$ cat src/rtl/serial_irq_pkg.sv
package serial_irq_pkg;
  localparam int STAT_W = 7;
  localparam int B_OVR   = 0;
  localparam int B_TMO   = 1;
  localparam int B_RXHI  = 2;
  localparam int B_TXLO  = 3;
  localparam int B_DRX   = 4;
  localparam int B_DTX   = 5;
  localparam int B_TXDRN = 6;
  localparam logic [STAT_W-1:0] STICKY_BITS = 7'b0110011;

  typedef enum logic [1:0] {
    A_RAW    = 2'd0,
    A_MASK   = 2'd1,
    A_MASKED = 2'd2,
    A_CLEAR  = 2'd3
  } reg_addr_e;
endpackage

$ cat src/rtl/rx_timeout_timer.sv
module rx_timeout_timer #(
  parameter int LVL_W = 4,
  parameter int TIMEOUT_BITS = 32
) (
  input  logic             clk,
  input  logic             rst_n,
  input  logic [LVL_W-1:0] rx_level,
  input  logic             rx_word_arrive,
  input  logic             rx_word_read,
  input  logic             bit_tick,
  output logic             fire
);
  localparam int CNT_W = $clog2(TIMEOUT_BITS + 1);
  localparam logic [CNT_W-1:0] LAST = CNT_W'(TIMEOUT_BITS - 1);
  localparam logic [CNT_W-1:0] SAT  = CNT_W'(TIMEOUT_BITS);

  logic [CNT_W-1:0] cnt_q;
  logic restart;
  assign restart = (rx_level == '0) || rx_word_arrive || rx_word_read;

  always_ff @(posedge clk or negedge rst_n) begin
    if (!rst_n) cnt_q <= '0;
    else if (restart) cnt_q <= '0;
    else if (bit_tick && cnt_q != SAT) cnt_q <= cnt_q + 1'b1;
  end

  assign fire = !restart && bit_tick && (cnt_q == LAST);
endmodule

$ cat src/rtl/level_flags.sv
module level_flags #(
  parameter int DEPTH = 8,
  parameter int LVL_W = 4
) (
  input  logic [LVL_W-1:0] rx_level,
  input  logic [LVL_W-1:0] tx_level,
  input  logic             tx_shift_busy,
  output logic             rx_high,
  output logic             tx_low,
  output logic             tx_drained
);
  localparam logic [LVL_W-1:0] HALF = LVL_W'(DEPTH / 2);
  assign rx_high    = rx_level >= HALF;
  assign tx_low     = tx_level <= HALF;
  assign tx_drained = (tx_level == '0) && !tx_shift_busy;
endmodule

$ cat src/rtl/sticky_event_bank.sv
module sticky_event_bank #(
  parameter int W = 7,
  parameter logic [W-1:0] KEEP = '1
) (
  input  logic         clk,
  input  logic         rst_n,
  input  logic [W-1:0] set_vec,
  input  logic [W-1:0] clr_vec,
  output logic [W-1:0] state
);
  for (genvar i = 0; i < W; i++) begin : g_bit
    if (KEEP[i]) begin : g_keep
      logic q;
      always_ff @(posedge clk or negedge rst_n) begin
        if (!rst_n) q <= 1'b0;
        else if (set_vec[i]) q <= 1'b1;
        else if (clr_vec[i]) q <= 1'b0;
      end
      assign state[i] = q;
    end else begin : g_none
      assign state[i] = 1'b0;
    end
  end
endmodule

$ cat src/rtl/serial_irq_unit.sv
module serial_irq_unit
  import serial_irq_pkg::*;
#(
  parameter int DEPTH = 8,
  parameter int TIMEOUT_BITS = 32,
  parameter int LVL_W = $clog2(DEPTH + 1)
) (
  input  logic              clk,
  input  logic              rst_n,
  input  logic              bus_sel,
  input  logic              bus_wr,
  input  logic [1:0]        bus_addr,
  input  logic [STAT_W-1:0] bus_wdata,
  output logic [STAT_W-1:0] bus_rdata,
  input  logic [LVL_W-1:0]  rx_level,
  input  logic [LVL_W-1:0]  tx_level,
  input  logic              tx_shift_busy,
  input  logic              rx_word_arrive,
  input  logic              rx_word_read,
  input  logic              bit_tick,
  input  logic              dma_rx_done,
  input  logic              dma_tx_done,
  output logic              irq
);
  localparam logic [LVL_W-1:0] FULL = LVL_W'(DEPTH);

  logic tmo_fire, rx_high, tx_low, tx_drained, ovr_evt;
  logic [STAT_W-1:0] set_vec, clr_vec, sticky, level_vec, raw_stat, mask_q;
  logic wr_en;

  rx_timeout_timer #(.LVL_W(LVL_W), .TIMEOUT_BITS(TIMEOUT_BITS)) u_tmo (
    .clk(clk), .rst_n(rst_n), .rx_level(rx_level),
    .rx_word_arrive(rx_word_arrive), .rx_word_read(rx_word_read),
    .bit_tick(bit_tick), .fire(tmo_fire)
  );

  level_flags #(.DEPTH(DEPTH), .LVL_W(LVL_W)) u_lvl (
    .rx_level(rx_level), .tx_level(tx_level), .tx_shift_busy(tx_shift_busy),
    .rx_high(rx_high), .tx_low(tx_low), .tx_drained(tx_drained)
  );

  assign ovr_evt = rx_word_arrive && (rx_level == FULL);

  always_comb begin
    set_vec = '0;
    set_vec[B_OVR] = ovr_evt;
    set_vec[B_TMO] = tmo_fire;
    set_vec[B_DRX] = dma_rx_done;
    set_vec[B_DTX] = dma_tx_done;
    level_vec = '0;
    level_vec[B_RXHI]  = rx_high;
    level_vec[B_TXLO]  = tx_low;
    level_vec[B_TXDRN] = tx_drained;
  end

  assign wr_en   = bus_sel && bus_wr;
  assign clr_vec = (wr_en && bus_addr == A_CLEAR) ? (bus_wdata & STICKY_BITS) : '0;

  sticky_event_bank #(.W(STAT_W), .KEEP(STICKY_BITS)) u_sticky (
    .clk(clk), .rst_n(rst_n), .set_vec(set_vec), .clr_vec(clr_vec), .state(sticky)
  );

  assign raw_stat = sticky | level_vec;

  always_ff @(posedge clk or negedge rst_n) begin
    if (!rst_n) begin
      mask_q <= '0;
      irq    <= 1'b0;
    end else begin
      if (wr_en && bus_addr == A_MASK) mask_q <= bus_wdata;
      irq <= |(raw_stat & mask_q);
    end
  end

  always_comb begin
    bus_rdata = '0;
    if (bus_sel && !bus_wr) begin
      case (bus_addr)
        A_RAW:    bus_rdata = raw_stat;
        A_MASK:   bus_rdata = mask_q;
        A_MASKED: bus_rdata = raw_stat & mask_q;
        default:  bus_rdata = '0;
      endcase
    end
  end
endmodule

$ cat config.mk
export PLATFORM = sky130hd
export DESIGN_NAME = serial_irq_unit
export DESIGN_NICKNAME = d
export VERILOG_FILES = /design/src/rtl/serial_irq_pkg.sv /design/src/rtl/rx_timeout_timer.sv /design/src/rtl/level_flags.sv /design/src/rtl/sticky_event_bank.sv /design/src/rtl/serial_irq_unit.sv
export SDC_FILE = /design/constraint.sdc
export NUM_CORES = 1
export LEC_CHECK = 0
export ABC_AREA = 1
export BUFFER_PORTS_ARGS = -buffer_cell sky130_fd_sc_hd__buf_4
export CORE_MARGIN = 5
export CORE_UTILIZATION = 44
export CTS_CLUSTER_DIAMETER = 120
export DETAILED_ROUTE_END_ITERATION = 8
export PLACE_DENSITY_LB_ADDON = 0.2
export SLEW_MARGIN = 0
export SYNTH_ARGS = -nofsm -noshare
export SYNTH_HDL_FRONTEND = slang
export SYNTH_SLANG_ARGS = --single-unit
$ cat constraint.sdc
create_clock -name clk -period 1.1 [get_ports clk]
set_input_delay 0.165 -clock clk [delete_from_list [all_inputs] [get_ports clk]]
set_output_delay 0.165 -clock clk [all_outputs]
set_load 0.02 [all_outputs]
==> flow_metrics.py, run 1 <==
metrics = {
    "critical_path": {
        "reg2reg_setup_slack_ps": -210,
        "worst-setup-path-type": "flip-flop to flip-flop",
        "worstSetupEndpointType": "flip-flop",
        "r2r-end": "u_tmo.cnt_q[0]$_DFFE_PN0P_",
        "reg2regPathDepth": 9,
        "critical_path_arrival_ps": 1550,
        "timing.critical_path.fanout_max": 4,
        "worst_r2r_startpoint": "u_tmo.cnt_q[0]$_DFFE_PN0P_",
        "worst-endpoint-required_ps": 1340,
        "cp-start-kind": "flip-flop",
        "start_point_of_the_critical_path": "u_tmo.cnt_q[0]$_DFFE_PN0P_",
    },
    "grt": {
        "via_count_of_the_first_global_routing_pass": 1234,
        "grt_usage_pct": 19.2,
        "gr-total-overflow": 0,
        "grt_first_pass_wirelength_um": 5180,
        "antenna_found_initial": 0,
        "grt_start_max_net_pins": 19,
    },
    "floorplan": {
        "dieWidth_um": 59.6,
        "placementRows": 18,
        "die_area_mm2": 0.00356,
        "effective_utilization_at_floorplan_pct": 45.0,
        "core_area_mm2": 0.00241,
        "die_h_um": 59.6,
        "floorplan.io_pins": 35,
    },
    "placed_design": {
        "pre_cts_ws_ps": -94.6,
        "placement.cell_area_mm2": 0.00152,
        "io_buffer_count": 34,
        "dp_hpwl_um": 2300,
        "routabilityCongestion": 0.859,
    },
    "timing": {
        "timing_worst_slew_pin_value_ps": 268,
        "timing.max_slew.rel_slack_pct": 82.1,
        "final_hold_viol_count": 0,
        "drv_slew": 0,
        "timing.fmax_ghz": 0.762,
        "timing.final.crit_period_ps": 1310,
        "final.period_utilization_pct": 119,
        "grt_setup_unrepaired": "true",
        "setup_slack_ps": -211,
        "setup_violations": 12,
        "fin_skew_ps": 2.67,
        "fin_setup_tns_ps": -1850,
    },
    "routing": {
        "firstDrtPassIters": 4,
        "drtIter0Drc": 31,
        "detail_route.wirelength_um": 3330,
        "drt-vias-per-instance": 5.00,
        "vias": 1256,
        "antenna_left": 0,
        "wl_per_cell_um": 13.3,
        "post-route-drc-count": 0,
    },
    "clock_tree": {
        "clkSlewWorstSetupHoldPaths_ps": 110,
        "clkLatencyLatePin_ps": 300,
        "cts_root_buffer": "clkbuf_4",
        "cts_made_buffers": 3,
        "cts_tree": "done",
        "cts_max_path_buffers": 2,
        "cts-htree-levels": 1,
        "numClockSinks": 18,
    },
    "synthesis": {
        "syn-mean-instance-area_um2": 7.18,
        "synth_top_cells_by_area": "dfrtp_1, nand2_1, nor2_1, inv_1, nand3_1",
        "syn_inst": 151,
        "yosys-mux-area-fraction_pct": 0,
        "yosysSeqAreaShare_pct": 41.6,
        "synthesis.area_mm2": 0.00108,
        "yosys.area_share.xor_xnor_pct": 1.62,
        "mappedNetlistNets": 180,
        "synth-simple-area-share_pct": 34.4,
        "area_fraction_in_compound_gates_after_synthesis_pct": 11.0,
        "synth_largest_area_cell": "dfrtp_1",
        "yosys_register_bits": 18,
        "synth.distinct_cells": 22,
        "share_of_the_synthesized_area_in_the_top_cell_type_pct": 41.6,
        "yosys.area_share.adder_pct": 2.31,
        "yosys_warnings": 0,
        "dominant_combinational_cell_family_by_area_after_synthesis": "simple AND/OR/NAND/NOR gates",
    },
    "run": {
        "max-cap-violations": 0,
    },
    "power": {
        "power_density_mw_per_mm2": 978,
        "totalPowerFinal_mw": 1.77,
        "vdd.ir_drop.worst_uv": 887,
        "leakage_nw": 0.952,
    },
    "min_path": {
        "worst_hold_path_type": "input port to flip-flop",
        "hold-path-endpoint": "u_sticky.g_bit[0].g_keep.q$_DFFE_PN0P_",
        "hold_depth": 2,
        "hold_startpoint": "rx_level[2]",
    },
    "layout": {
        "final_instance_area_mm2": 0.00181,
        "area_growth_syn_to_layout_pct": 66.9,
        "n_antenna_cell": 0,
        "finalNetCount": 251,
        "final_core_utilization_pct": 75.0,
        "post_route_cells_drive_above_1_share_pct": 46.2,
    },
    "run_status": {
        "status": "complete, but fails checks",
        "failed_checks": "setup timing",
    },
}
==> cell families (layout without fill, tap and decap cells) <==
family          Yosys count  count (layout)
fa+ha+maj                 2               2
buf+inv                  24              94
flops                    18              18
compound gates           17              17
xor+xnor                  2               2
simple gates             88              88
==> power by group <==
group          internal [mW]  total (mW)  switching (mW)
clock                  0.202       0.420           0.218
sequential             0.731       0.777          0.0462
combinational          0.303       0.572           0.269
==> synth_stat cells <==
library cell  count
a211oi_1          3
a21oi_1           1
a21oi_2           1
buf_2             1
buf_6             1
dfrtp_1          18
ha_1              2
inv_1            21
inv_2             1
nand2_1          35
nand2_2           2
nand3_1          15
nand4_1           4
nor2_1           30
nor2_4            1
nor3_1            1
o21ai_0           4
o21ai_2           4
o21bai_1          2
o22ai_1           2
xnor2_1           1
xor2_1            1
==> layer usage <==
metal | track usage (%) | wire length, um
met1 | 20.8 | 1210
met2 | 37.1 | 1920
met3 | 2.18 | 154
met4 | 7.91 | 53
met5 | 0 | 0
==> critical path, stage by stage, from the launching register on <==
cell and delay (ps):
dfrtp_1 460, inv_1 100, ha_2 160, nand2_1 40, inv_1 70, nand3_2 90
nand2_4 110, buf_6 100, nand3_1 50, nand2_1 70
==> worst max path at each step <==
stage / cells after the start / end / slack [ps]
global route: 9 / u_tmo.cnt_q[1]$_DFFE_PN0P_ / -290
CTS: 5 / bus_rdata[3] / -190
finish: 9 / u_tmo.cnt_q[0]$_DFFE_PN0P_ / -210
floorplan: 9 / u_tmo.cnt_q[0]$_DFFE_PN0P_ / -10
detailed placement: 9 / u_tmo.cnt_q[0]$_DFFE_PN0P_ / -90
global placement: 6 / bus_rdata[5] / -60
==> state kept, by name (all words and copies together) (netlist names) <==
signal / flops
u_tmo.cnt_q: 6
mask_q: 7
irq: 1
u_sticky.g_bit.g_keep.q: 4
==> final cells by class <==
class | count | area [um^2]
multi-input cells | 109 | 631
inverters | 22 | 82.6
flip-flops and latches | 18 | 450
well taps | 30 | 37.5
clock buffers | 4 | 36.3
repair buffers | 68 | 571
fillers | 183 | 602
==> per-stage QoR <==
stage / hold WS [ps] / instances
final: 54.0 / 251
after global routing: 45.4 / 251
after CTS: 46.4 / 246
after detailed placement: 49.3 / 230
after global placement: 51.2 / 230
after floorplan: -131 / 151
==> cell usage in the layout, fill, tap and decap left out, types with 2 or more instances in the layout <==
cell and n:
a211oi_2 3, buf_4 54, buf_6 12, clkbuf_4 3, dfrtp_1 18, inv_1 17, inv_2 5, nand2_1 28
nand2_2 7, nand2_4 2, nand3_1 11, nand3_2 3, nand4_1 4, nor2_1 30, o21ai_0 3, o21ai_2 4
o21bai_1 2
==> what timing repair did <==
| item | in CTS | in global routing |
|---|---|---|
| hold endpoints to repair | 18 | 0 |
| cloned | 0 | 0 |
| endpoints found under the setup margin | 12 | 16 |
| resized for setup | 9 | 26 |
| setup buffers | 11 | 8 |
| pin swaps | 10 | 17 |
| hold buffers | 1 | 0 |
(Power assumes the default switching activity.)
==> inputs of run 2 (changes only) <==
--- a/config.mk
+++ b/config.mk
@@ -12,7 +12,9 @@
 export CTS_CLUSTER_DIAMETER = 120
 export DETAILED_ROUTE_END_ITERATION = 8
 export PLACE_DENSITY_LB_ADDON = 0.2
+export SKIP_LAST_GASP = 1
 export SLEW_MARGIN = 0
 export SYNTH_ARGS = -nofsm -noshare
 export SYNTH_HDL_FRONTEND = slang
+export SYNTH_HIERARCHICAL = 1
 export SYNTH_SLANG_ARGS = --single-unit
==> run 2 against run 1 <==
The run still ends with setup timing left. Sequential cell count is the same. First-iteration DRC count up 110%. Critical path type is now flip-flop to output pin. Critical endpoint is now bus_rdata[6]. Global-route usage down 4.9 points. Largest power group unchanged.
==> flow_metrics.py, run 2 <==
metrics = {
    "power": {
        "pwr-share-clk_pct": 19.9,
        "power_density_mw_per_mm2": 908,
        "intPower_mw": 1.09,
        "totalPowerFinal_mw": 1.57,
        "p_seq_share_pct": 50.2,
        "leakage_nw": 0.962,
        "pwr-share-comb_pct": 29.9,
        "total_switching_power_uw": 477,
        "swShare_pct": 30.4,
        "vdd.ir_drop.worst_uv": 846,
    },
    "timing": {
        "drv_slew": 0,
        "final_hold_viol_count": 0,
        "setup_violations": 12,
        "final.period_utilization_pct": 113,
        "timing.final.crit_period_ps": 1250,
        "setup_slack_ps": -145,
        "timing.fmax_ghz": 0.803,
        "fin_skew_ps": 0.405,
        "grt_setup_unrepaired": "true",
    },
    "clock_tree": {
        "cts_tree": "done",
        "cts_max_path_buffers": 2,
        "numClockSinks": 18,
        "cts_root_buffer": "clkbuf_4",
        "cts_made_buffers": 3,
        "clkLatencyLatePin_ps": 280,
        "clkSlewWorstSetupHoldPaths_ps": 90,
        "cts-htree-levels": 1,
    },
    "grt": {
        "grt_usage_pct": 14.3,
        "antenna_found_initial": 0,
        "gr-total-overflow": 0,
        "grt_first_pass_wirelength_um": 4890,
        "via_count_of_the_first_global_routing_pass": 1183,
        "grt_start_max_net_pins": 19,
    },
    "routing": {
        "antenna_left": 0,
        "vias": 1260,
        "firstDrtPassIters": 4,
        "drtIter0Drc": 65,
        "wl_per_cell_um": 10.2,
        "post-route-drc-count": 0,
        "drt-vias-per-instance": 4.53,
        "detail_route.wirelength_um": 2830,
    },
    "min_path": {
        "worst_hold_path_type": "input port to flip-flop",
    },
    "critical_path": {
        "start_point_of_the_critical_path": "mask_q[6]$_DFFE_PN0P_",
        "worst-endpoint-required_ps": 940,
        "worstSetupEndpointType": "output pin",
        "worst-setup-path-type": "flip-flop to output pin",
        "worst-path-stages": 3,
        "reg2reg_setup_slack_ps": -80,
        "timing.critical_path.slowest_stage_cell": "dfrtp_1",
        "timing.critical_path.fanout_max": 3,
        "critical_path_arrival_ps": 1080,
        "worst_r2r_startpoint": "u_tmo/cnt_q[0]$_DFFE_PN0P_",
        "crit_chain": "o21ai_0, nor2_1, buf_4",
        "reg2regPathDepth": 9,
        "crit_end": "bus_rdata[6]",
        "timing.critical_path.slowest_cell_delay_ps": 400,
        "cp-start-kind": "flip-flop",
        "crit_buf_inv": 1,
        "cell_family_contributing_the_most_delay_on_the_critical_path": "flip-flops",
        "r2r-end": "u_tmo/cnt_q[2]$_DFFE_PN0P_",
    },
    "run": {
        "max-cap-violations": 0,
    },
    "layout": {
        "layout_common_cells": "nand2_1, buf_4, nor2_1",
        "layout_commonest_cell": "nand2_1",
        "finalNonFillerCells": 278,
        "registers.top_by_ff_count": "mask_q",
        "area_growth_syn_to_layout_pct": 33.4,
        "post_route_cells_drive_above_1_share_pct": 34.0,
        "n_antenna_cell": 0,
        "largest_reg_flops": 7,
        "finalNetCount": 278,
        "layout_top_registers": "mask_q x7, u_tmo/cnt_q x6, u_sticky/g_bit.g_keep.q x4",
    },
    "placed_design": {
        "routabilityCongestion": 0.846,
        "dp_hpwl_um": 2220,
        "io_buffer_count": 34,
        "numPlacedInstances": 267,
    },
    "run_status": {
        "status": "complete, but fails checks",
        "failed_checks": "setup timing",
    },
    "floorplan": {
        "dieWidth_um": 64.3,
        "die_h_um": 64.3,
        "placementRows": 19,
        "effective_utilization_at_floorplan_pct": 46.6,
        "core_area_mm2": 0.00278,
        "floorplan.io_pins": 35,
        "die_area_mm2": 0.00414,
    },
    "synthesis": {
        "synthesis.area_mm2": 0.00130,
        "yosys_warnings": 6,
        "syn_inst": 199,
        "syn-mean-instance-area_um2": 6.52,
    },
}
run 2: cell types whose count changed in the layout (fill, tap and decap cells not counted), sizes merged, moves of 3 or more:
| cell | delta |
|---|---|
| nand2 | +29 |
| buf | -16 |
| a211oi | -3 |
| nor2 | +15 |
| conb | +3 |
| inv | +9 |
run 2: worst min-delay path by stage:
stage	start	endpoint	slack [ps]	cells past startpoint
global placement	rst_n	u_tmo/cnt_q[2]$_DFFE_PN0P_	50	1
finish	dma_tx_done	u_sticky/g_bit[5].g_keep.q$_DFFE_PN0P_	60	3
global route	dma_tx_done	u_sticky/g_bit[5].g_keep.q$_DFFE_PN0P_	60	3
CTS	dma_tx_done	u_sticky/g_bit[5].g_keep.q$_DFFE_PN0P_	60	3
floorplan	rst_n	irq$_DFF_PN0_	-130	0
detailed placement	rst_n	u_tmo/cnt_q[1]$_DFFE_PN0P_	50	1
run 2: power by group through the flow:
stage / logic (mW) / clock network (mW) / registers (mW)
after floorplan: 0.257 / 0 / 0.802
after global placement: 0.433 / 0 / 0.799
after detailed placement: 0.441 / 0 / 0.801
after CTS: 0.474 / 0.328 / 0.787
after global routing: 0.535 / 0.360 / 0.799
final: 0.470 / 0.312 / 0.788
run 2: worst reg2reg max path, stage by stage, from the launching register on:
cell and delay, ps:
dfrtp_2 450, inv_2 90, ha_4 130, nand2_2 40, inv_2 50, nand3_2 70
nand2_4 90, nand2_4 60, nand2_1 60, nand2_1 40
run 2: layer usage:
metal	GRT usage [%]	vias up	part of all wire, %
li1	-	683	-
met1	17.2	555	43
met2	25.0	22	52
met3	3.15	0	5.3
met4	4.58	0	0
met5	0	-	0
run 2: repair_timing:
action | in CTS | in global routing
buffers inserted | 5 | 2
endpoints found under the hold margin | 18 | 0
endpoints found under the setup margin | 12 | 13
resized for setup | 5 | 8
hold buffers | 1 | 0
pin swaps | 2 | 9
run 2: stage by stage:
| step | hold WS [ps] | util [%] | setup TNS (ps) | area (um^2) | setup WS (ps) |
|---|---|---|---|---|---|
| 2_1_floorplan | -131 | - | -42.7 | 1310 | -10.8 |
| 5_1_grt | 57.3 | 62.2 | -2280 | 1730 | -242 |
| 3_3_place_gp | 51.0 | 57.7 | -138 | 1600 | -31.0 |
| 3_5_place_dp | 47.5 | 57.7 | -393 | 1600 | -82.7 |
| 4_1_cts | 55.5 | 61.1 | -1490 | 1700 | -154 |
| 6_report | 61.7 | 62.2 | -1190 | 1730 | -145 |
run 2: cell type report:
| cell class | instances | area, um^2 |
|---|---|---|
| clock buffers | 3 | 22.5 |
| fillers | 284 | 1050 |
| well taps | 31 | 38.8 |
| multi-input cells | 143 | 701 |
| flip-flops and latches | 18 | 454 |
| inverters | 31 | 121 |
| repair buffers | 52 | 393 |
